<file path="config.mk">
export PLATFORM = sky130hd
export DESIGN_NAME = autobaud_sync
export DESIGN_NICKNAME = d
export VERILOG_FILES = /design/src/rtl/autobaud_pkg.sv /design/src/rtl/ab_meter.sv /design/src/rtl/ab_rx.sv /design/src/rtl/ab_tx.sv /design/src/rtl/autobaud_sync.sv
export SDC_FILE = /design/constraint.sdc
export NUM_CORES = 1
export LEC_CHECK = 0
export BUFFER_PORTS_ARGS = -buffer_cell sky130_fd_sc_hd__buf_4
export CORE_ASPECT_RATIO = 2
export CORE_UTILIZATION = 65
export CTS_CLUSTER_DIAMETER = 60
export DETAILED_ROUTE_END_ITERATION = 10
export PLACE_DENSITY = 0.89
export SYNTH_ARGS = -nofsm -noshare
export SYNTH_HDL_FRONTEND = slang
export SYNTH_SLANG_ARGS = --single-unit
</file>
<file path="constraint.sdc">
create_clock -name clk -period 7.2 [get_ports clk]
set_input_delay 1.8 -clock clk [delete_from_list [all_inputs] [get_ports clk]]
set_output_delay 1.8 -clock clk [all_outputs]
set_load 0.05 [all_outputs]
</file>
<file path="src/rtl/autobaud_pkg.sv">
`timescale 1ns/1ps
// Shared types and fixed text for the auto-baud synchronizer.
// Assumes the 7-bit ASCII codes of the greeting and the acknowledgement.
package autobaud_pkg;
    localparam int GREET_LEN = 14;
    localparam int ACK_LEN   = 4;

    typedef enum logic [2:0] {ST_HUNT, ST_GREET, ST_ECHO, ST_ACK, ST_DONE} sync_state_e;
    typedef enum logic [1:0] {M_IDLE, M_LOW1, M_HIGH, M_LOW2} meter_state_e;
    typedef enum logic [1:0] {R_IDLE, R_START, R_DATA, R_STOP} rx_state_e;

    // Greeting byte at position i
    function automatic logic [7:0] greet_char(input logic [3:0] i);
        case (i)
            4'd0:  return 8'h53;
            4'd1:  return 8'h79;
            4'd2:  return 8'h6E;
            4'd3:  return 8'h63;
            4'd4:  return 8'h68;
            4'd5:  return 8'h72;
            4'd6:  return 8'h6F;
            4'd7:  return 8'h6E;
            4'd8:  return 8'h69;
            4'd9:  return 8'h7A;
            4'd10: return 8'h65;
            4'd11: return 8'h64;
            4'd12: return 8'h0D;
            4'd13: return 8'h0A;
            default: return 8'h00;
        endcase
    endfunction

    // Acknowledgement byte at position i
    function automatic logic [7:0] ack_char(input logic [3:0] i);
        case (i)
            4'd0:    return 8'h4F;
            4'd1:    return 8'h4B;
            4'd2:    return 8'h0D;
            4'd3:    return 8'h0A;
            default: return 8'h00;
        endcase
    endfunction
endpackage

</file>
<file path="src/rtl/ab_meter.sv">
`timescale 1ns/1ps
// Bit-time meter. Times the start bit of a question-mark character and
// accepts it only if the high and low spans that follow match that
// character's shape (six bits high, then two bits low).
// Assumes line_i is already synchronized to clk.
module ab_meter #(
    parameter int CNT_W   = 16,
    parameter int MIN_BIT = 4
) (
    input  logic             clk,
    input  logic             rst_n,
    input  logic             en_i,
    input  logic             line_i,
    output logic             done_o,
    output logic [CNT_W-1:0] bit_cyc_o
);
    import autobaud_pkg::*;

    localparam int WW = CNT_W + 4;
    localparam logic [WW-1:0] SAT  = {4'b0, {CNT_W{1'b1}}};
    localparam logic [WW-1:0] MINX = WW'(MIN_BIT);

    meter_state_e    ms;
    logic [WW-1:0]   cnt;
    logic [CNT_W-1:0] lo1;
    logic            line_d;
    logic [WW-1:0]   b, hi_min, hi_max, lo_min, lo_max;

    // Acceptance windows derived from the first low span
    always_comb begin
        b      = {4'b0, lo1};
        hi_min = ((b << 3) + (b << 1) + b) >> 1;
        hi_max = ((b << 3) + (b << 2) + b) >> 1;
        lo_min = ((b << 1) + b) >> 1;
        lo_max = ((b << 2) + b) >> 1;
    end

    // Span timing and shape check
    always_ff @(posedge clk) begin
        if (!rst_n) begin
            ms     <= M_IDLE;
            cnt    <= '0;
            lo1    <= '0;
            done_o <= 1'b0;
            line_d <= 1'b1;
        end else begin
            line_d <= line_i;
            done_o <= 1'b0;
            if (!en_i) begin
                ms <= M_IDLE;
            end else begin
                case (ms)
                    M_IDLE: begin
                        if (line_d && !line_i) begin
                            ms  <= M_LOW1;
                            cnt <= WW'(1);
                        end
                    end
                    M_LOW1: begin
                        if (!line_i) begin
                            if (cnt == SAT) ms <= M_IDLE;
                            else            cnt <= cnt + WW'(1);
                        end else if (cnt < MINX) begin
                            ms <= M_IDLE;
                        end else begin
                            lo1 <= cnt[CNT_W-1:0];
                            cnt <= WW'(1);
                            ms  <= M_HIGH;
                        end
                    end
                    M_HIGH: begin
                        if (line_i) begin
                            if (cnt > hi_max) ms <= M_IDLE;
                            else              cnt <= cnt + WW'(1);
                        end else if (cnt >= hi_min) begin
                            cnt <= WW'(1);
                            ms  <= M_LOW2;
                        end else begin
                            ms <= M_IDLE;
                        end
                    end
                    M_LOW2: begin
                        if (!line_i) begin
                            if (cnt > lo_max) ms <= M_IDLE;
                            else              cnt <= cnt + WW'(1);
                        end else begin
                            done_o <= (cnt >= lo_min);
                            ms     <= M_IDLE;
                        end
                    end
                    default: ms <= M_IDLE;
                endcase
            end
        end
    end

    assign bit_cyc_o = lo1;
endmodule

</file>
<file path="src/rtl/ab_rx.sv">
`timescale 1ns/1ps
// Minimal 8N1 receiver. Samples at mid-bit using half the divisor after the
// start edge. Reports each byte, and a stop-bit error, at the stop-bit sample.
// Assumes line_i is synchronized and div_i >= 4 while en_i is high.
module ab_rx #(
    parameter int CNT_W = 16
) (
    input  logic             clk,
    input  logic             rst_n,
    input  logic             en_i,
    input  logic             line_i,
    input  logic [CNT_W-1:0] div_i,
    output logic             valid_o,
    output logic [7:0]       data_o,
    output logic             ferr_o
);
    import autobaud_pkg::*;

    rx_state_e        rs;
    logic [CNT_W-1:0] cyc;
    logic [2:0]       bitn;
    logic [7:0]       sh;
    logic             line_d;
    logic [CNT_W-1:0] half;

    assign half = div_i >> 1;

    // Frame reception
    always_ff @(posedge clk) begin
        if (!rst_n) begin
            rs      <= R_IDLE;
            cyc     <= '0;
            bitn    <= '0;
            sh      <= '0;
            line_d  <= 1'b1;
            valid_o <= 1'b0;
            data_o  <= '0;
            ferr_o  <= 1'b0;
        end else begin
            line_d  <= line_i;
            valid_o <= 1'b0;
            if (!en_i) begin
                rs <= R_IDLE;
            end else begin
                case (rs)
                    R_IDLE: begin
                        if (line_d && !line_i) begin
                            rs  <= R_START;
                            cyc <= CNT_W'(1);
                        end
                    end
                    R_START: begin
                        if (cyc == half) begin
                            cyc  <= CNT_W'(1);
                            bitn <= '0;
                            rs   <= line_i ? R_IDLE : R_DATA;
                        end else begin
                            cyc <= cyc + CNT_W'(1);
                        end
                    end
                    R_DATA: begin
                        if (cyc == div_i) begin
                            sh  <= {line_i, sh[7:1]};
                            cyc <= CNT_W'(1);
                            if (bitn == 3'd7) rs <= R_STOP;
                            else              bitn <= bitn + 3'd1;
                        end else begin
                            cyc <= cyc + CNT_W'(1);
                        end
                    end
                    R_STOP: begin
                        if (cyc == div_i) begin
                            valid_o <= 1'b1;
                            data_o  <= sh;
                            ferr_o  <= !line_i;
                            rs      <= R_IDLE;
                        end else begin
                            cyc <= cyc + CNT_W'(1);
                        end
                    end
                    default: rs <= R_IDLE;
                endcase
            end
        end
    end
endmodule

</file>
<file path="src/rtl/ab_tx.sv">
`timescale 1ns/1ps
// Minimal 8N1 transmitter. Each bit is held for div_i cycles. It accepts a
// byte when ready_o is high.
// Assumes div_i stays constant while a frame is on the line.
module ab_tx #(
    parameter int CNT_W = 16
) (
    input  logic             clk,
    input  logic             rst_n,
    input  logic [CNT_W-1:0] div_i,
    input  logic             start_i,
    input  logic [7:0]       data_i,
    output logic             ready_o,
    output logic             line_o
);
    logic             busy;
    logic [9:0]       sh;
    logic [3:0]       bitn;
    logic [CNT_W-1:0] cyc;

    // Frame shifting and bit timing
    always_ff @(posedge clk) begin
        if (!rst_n) begin
            busy   <= 1'b0;
            sh     <= '0;
            bitn   <= '0;
            cyc    <= '0;
            line_o <= 1'b1;
        end else if (!busy) begin
            if (start_i) begin
                busy   <= 1'b1;
                sh     <= {1'b1, data_i, 1'b0};
                bitn   <= '0;
                cyc    <= CNT_W'(1);
                line_o <= 1'b0;
            end
        end else if (cyc == div_i) begin
            cyc <= CNT_W'(1);
            if (bitn == 4'd9) begin
                busy   <= 1'b0;
                line_o <= 1'b1;
            end else begin
                bitn   <= bitn + 4'd1;
                sh     <= sh >> 1;
                line_o <= sh[1];
            end
        end else begin
            cyc <= cyc + CNT_W'(1);
        end
    end

    assign ready_o = !busy;
endmodule

</file>
<file path="src/rtl/autobaud_sync.sv">
`timescale 1ns/1ps
// Auto-baud synchronizer top. Measures the bit time of the host's question
// mark, sends the greeting, checks the echo byte by byte, and acknowledges.
// Assumes the bit time is at least MIN_BIT cycles. rx_i is asynchronous.
module autobaud_sync #(
    parameter int CNT_W       = 16,
    parameter int MIN_BIT     = 4,
    parameter int TIMEOUT_CYC = 12_000_000
) (
    input  logic             clk,
    input  logic             rst_n,
    input  logic             rx_i,
    output logic             tx_o,
    output logic [CNT_W-1:0] divisor_o,
    output logic             locked_o,
    output logic             failed_o
);
    import autobaud_pkg::*;

    localparam int IDX_W = $clog2(GREET_LEN + 1);
    localparam int TO_W  = $clog2(TIMEOUT_CYC + 1);
    localparam logic [IDX_W-1:0] GREET_END  = IDX_W'(GREET_LEN);
    localparam logic [IDX_W-1:0] GREET_LAST = IDX_W'(GREET_LEN - 1);
    localparam logic [IDX_W-1:0] ACK_END    = IDX_W'(ACK_LEN);
    localparam logic [TO_W-1:0]  TO_LIMIT   = TO_W'(TIMEOUT_CYC - 1);

    sync_state_e      st;
    logic [IDX_W-1:0] idx;
    logic [CNT_W-1:0] divisor_q;
    logic             failed_q;
    logic [TO_W-1:0]  to_cnt;
    logic [1:0]       rx_ff;
    logic             rx_s;
    logic             m_done;
    logic [CNT_W-1:0] m_bit;
    logic             rx_valid, rx_ferr;
    logic [7:0]       rx_data;
    logic             tx_ready, tx_start;
    logic [7:0]       tx_byte;

    // Two-stage synchronizer for the receive line
    always_ff @(posedge clk) begin
        if (!rst_n) rx_ff <= 2'b11;
        else        rx_ff <= {rx_ff[0], rx_i};
    end
    assign rx_s = rx_ff[1];

    ab_meter #(.CNT_W(CNT_W), .MIN_BIT(MIN_BIT)) meter_i (
        .clk(clk), .rst_n(rst_n), .en_i(st == ST_HUNT), .line_i(rx_s),
        .done_o(m_done), .bit_cyc_o(m_bit)
    );

    ab_rx #(.CNT_W(CNT_W)) rx_i0 (
        .clk(clk), .rst_n(rst_n), .en_i(st == ST_ECHO), .line_i(rx_s),
        .div_i(divisor_q), .valid_o(rx_valid), .data_o(rx_data), .ferr_o(rx_ferr)
    );

    ab_tx #(.CNT_W(CNT_W)) tx_i0 (
        .clk(clk), .rst_n(rst_n), .div_i(divisor_q), .start_i(tx_start),
        .data_i(tx_byte), .ready_o(tx_ready), .line_o(tx_o)
    );

    // Pick the next outgoing byte and launch it when the transmitter is free
    always_comb begin
        tx_byte  = (st == ST_ACK) ? ack_char(4'(idx)) : greet_char(4'(idx));
        tx_start = tx_ready && (((st == ST_GREET) && (idx != GREET_END)) ||
                                ((st == ST_ACK)   && (idx != ACK_END)));
    end

    // Handshake sequencing, echo comparison and timeout
    always_ff @(posedge clk) begin
        if (!rst_n) begin
            st        <= ST_HUNT;
            idx       <= '0;
            divisor_q <= '0;
            failed_q  <= 1'b0;
            to_cnt    <= '0;
        end else begin
            case (st)
                ST_HUNT: begin
                    if (m_done) begin
                        divisor_q <= m_bit;
                        failed_q  <= 1'b0;
                        idx       <= '0;
                        st        <= ST_GREET;
                    end
                end
                ST_GREET: begin
                    if (tx_ready) begin
                        if (idx == GREET_END) begin
                            idx    <= '0;
                            to_cnt <= '0;
                            st     <= ST_ECHO;
                        end else begin
                            idx <= idx + IDX_W'(1);
                        end
                    end
                end
                ST_ECHO: begin
                    if (rx_valid) begin
                        to_cnt <= '0;
                        if (rx_ferr || (rx_data != greet_char(4'(idx)))) begin
                            failed_q <= 1'b1;
                            st       <= ST_HUNT;
                        end else if (idx == GREET_LAST) begin
                            idx <= '0;
                            st  <= ST_ACK;
                        end else begin
                            idx <= idx + IDX_W'(1);
                        end
                    end else if (to_cnt == TO_LIMIT) begin
                        failed_q <= 1'b1;
                        st       <= ST_HUNT;
                    end else begin
                        to_cnt <= to_cnt + TO_W'(1);
                    end
                end
                ST_ACK: begin
                    if (tx_ready) begin
                        if (idx == ACK_END) st  <= ST_DONE;
                        else                idx <= idx + IDX_W'(1);
                    end
                end
                default: st <= ST_DONE;
            endcase
        end
    end

    assign divisor_o = divisor_q;
    assign locked_o  = (st == ST_DONE);
    assign failed_o  = failed_q;
endmodule

</file>
==> metrics <==
Async SR Flop Fraction=0%; final setup margin=1.05 ns; Final Max Tran Viols=0; number of max-cap violations=0; post-route ant nets=0; Worst-path clk slew=0.07 ns; layout cells sized above 1=5.37%; register area=0.00334 mm²; final period utilization=85.5%; status=finished clean; vias in the first global route=11917; # setup viols final=0; Static Leakage=0.00611 µW; Post-synth EDFFs=0; Crit Path Class=reg2reg; DRC viols=0; CTS Hold Bufs=0; net count after synthesis=1768; post-CTS setup buffers=0; Layout Nets=1754; Final Skew=0.0138 ns; first-pass GRT wire length=55.9 mm; final WL=35.1 mm; initial drt markers=590; via/cell ratio=6.56; Final GP Congestion=0.938; yosys synthesis warning count=0; mapped cell area=0.0130 mm²; initial antenna violation count=0; # IOs=22; fmax=0.162 GHz; Die Area=0.0207 mm²; row count=73; flop2flop setup slack=1.05 ns; CTS Buffer Depth=2; pin count of the biggest net entering global routing=73; CTS buffer count=17; Tot GR Track Use=35.0%; Hold Violations, Final=0; DR WL/cell=19.0 µm; post-synth top area share=25.6%; Netlist cell types=70; chip width=102 µm; post-synthesis sequential area ratio=25.6%; starting density of the core=66.1%; VDD IR-drop max=0.200 mV; Die Ht=202 µm; r2r worst-path depth=19; critical path peak fanout=22; total power=1950 µW; Mapped Cells=1585; Yosys reg bits=167; cell area after layout=0.0140 mm²; Worst Max-Slew Pin Slew=1.11 ns; Pwr per Cell Area=139 mW/mm²; CTS Root Cell=clkbuf_16; crit start category=flip-flop; H-tree Lvls=4; Critical Path Sink Type=flip-flop; Post-DP Area=0.0134 mm²; crit path from=meter_i.bit_cyc_o[3]; worst path required time=7.56 ns; most area-consuming cells after synthesis=dfxtp_1 26%, ha_1 14%, xnor2_1 5.2%; drt first pass iters=5; Vias=12106; post-synth top area cell=dfxtp_1; core area=0.0197 mm²; Antenna diodes=0; setup slack at placement=1.11 ns; Fin Hold WS=0.439 ns; leading cell type in the layout, fill and taps excluded=nor2_1; Setup TNS Final=0 ns; clk sinks=167; CP arrival=6.51 ns; Fillers=1506; RSZ-0062 raised after global routing=no; post-cts sizing count=0; hold crit path type=reg2reg; detailed placement HPWL=26.3 mm; Worst-Skew Late Latency=0.46 ns; area delta synth->final=7.22%; Critical Path End=meter_i.cnt[10]; top_reg_cell synth=dfxtp_1; max_slew headroom=25.1%; area of the multi-input gates=0.00926 mm²; min Tclk post-route=6.15 ns; reg2reg end=meter_i.cnt[10]; IO Port Bufs=21; CTS tree=built; Avg Cell Area, Syn=8.23 µm²; most frequent cells in the layout=176 x nor2_1, 167 x dfxtp_1, 149 x ha_1; total gr overflow=0; FF-to-FF Start=meter_i.bit_cyc_o[3]
==> worst max-delay path, cell delays in order, from the launching register on <==
cell,delay [ns]
dfxtp_1,0.77
fa_1,0.59
fa_1,0.50
a211o_1,0.31
o211ai_1,0.14
a21oi_1,0.12
and4_1,0.23
o31ai_1,0.45
o2111ai_1,0.21
a21oi_1,0.20
xor2_1,0.16
ha_1,0.26
a21o_1,0.16
a211oi_1,0.22
o211ai_1,0.22
a21o_1,0.26
a211oi_4,0.61
buf_4,0.35
nor4b_1,0.08
o21a_1,0.19
==> worst min-delay path by stage <==
| stage | startpoint | to | depth (start not counted) |
|---|---|---|---|
| 2_1_floorplan | rx_ff[0] | rx_ff[1] | 1 |
| 6_report | rx_ff[0] | rx_ff[1] | 1 |
| 5_1_grt | rx_ff[0] | rx_ff[1] | 1 |
| 3_3_place_gp | rx_ff[0] | rx_ff[1] | 1 |
| 4_1_cts | rx_ff[0] | rx_ff[1] | 1 |
| 3_5_place_dp | rx_ff[0] | rx_ff[1] | 1 |
==> synth_stat cells (33+ instances only) <==
master      n
nand4_1    36
xor2_1     59
o21ai_0    73
xnor2_1    77
nor3_1     33
inv_1      51
a21oi_1   130
nand2_1   119
nand3_1    49
dfxtp_1   167
ha_1      149
nor2_1    176
mux2i_1    34
clkbuf_1   54
==> metal layers <==
layer	track usage, %	share of wire, %	vias up
met5	0	0	-
met4	34.4	10	0
met3	6.92	3.8	238
met2	62.6	52	432
met1	30.8	34	5740
li1	-	-	5696
==> kinds of logic after synthesis <==
family / after synthesis / synth area share (%)
flip-flops: 167 / 25.6
AND/OR/NAND/NOR: 585 / 22.5
AO/OA/AOI/OAI: 365 / 17.4
adder cells (fa/ha/maj): 180 / 19.0
multiplexers: 36 / 2.78
XOR/XNOR: 136 / 9.13
buffers and inverters: 116 / 3.52
==> registers in the layout, indices dropped and copies added, names as in the netlist, 8 cells and up, named ones only <==
register	count
rx_i0.sh	8
tx_i0.cyc	16
rx_i0.cyc	16
to_cnt	24
divisor_o	16
meter_i.cnt	20
meter_i.bit_cyc_o	16
rx_i0.data_o	8
tx_i0.sh	9
==> final cells by class <==
type / count / area share, %
Multi-Input combinational cell: 1302 / 66.2
Sequential cell: 167 / 23.9
Clock buffer: 17 / 3.04
Tap cell: 262 / 2.34
Timing Repair Buffer: 32 / 1.72
Clock inverter: 15 / 1.45
Inverter: 51 / 1.38
==> stage by stage <==
stage | instances | util (%)
2_1_floorplan | 1585 | -
3_3_place_gp | 1814 | 67.7
3_5_place_dp | 1814 | 67.7
4_1_cts | 1846 | 70.9
5_1_grt | 1846 | 70.9
6_report | 1846 | 70.9
==> power breakdown <==
group / internal [µW] / leakage (µW) / switching [µW]
logic: 4.99 / 0.00446 / 22.8
clock network: 561 / 0.000303 / 431
registers: 924 / 0.00135 / 1.78
total: 1490 / 0.00611 / 456
Power figures use the tool's default switching activity.
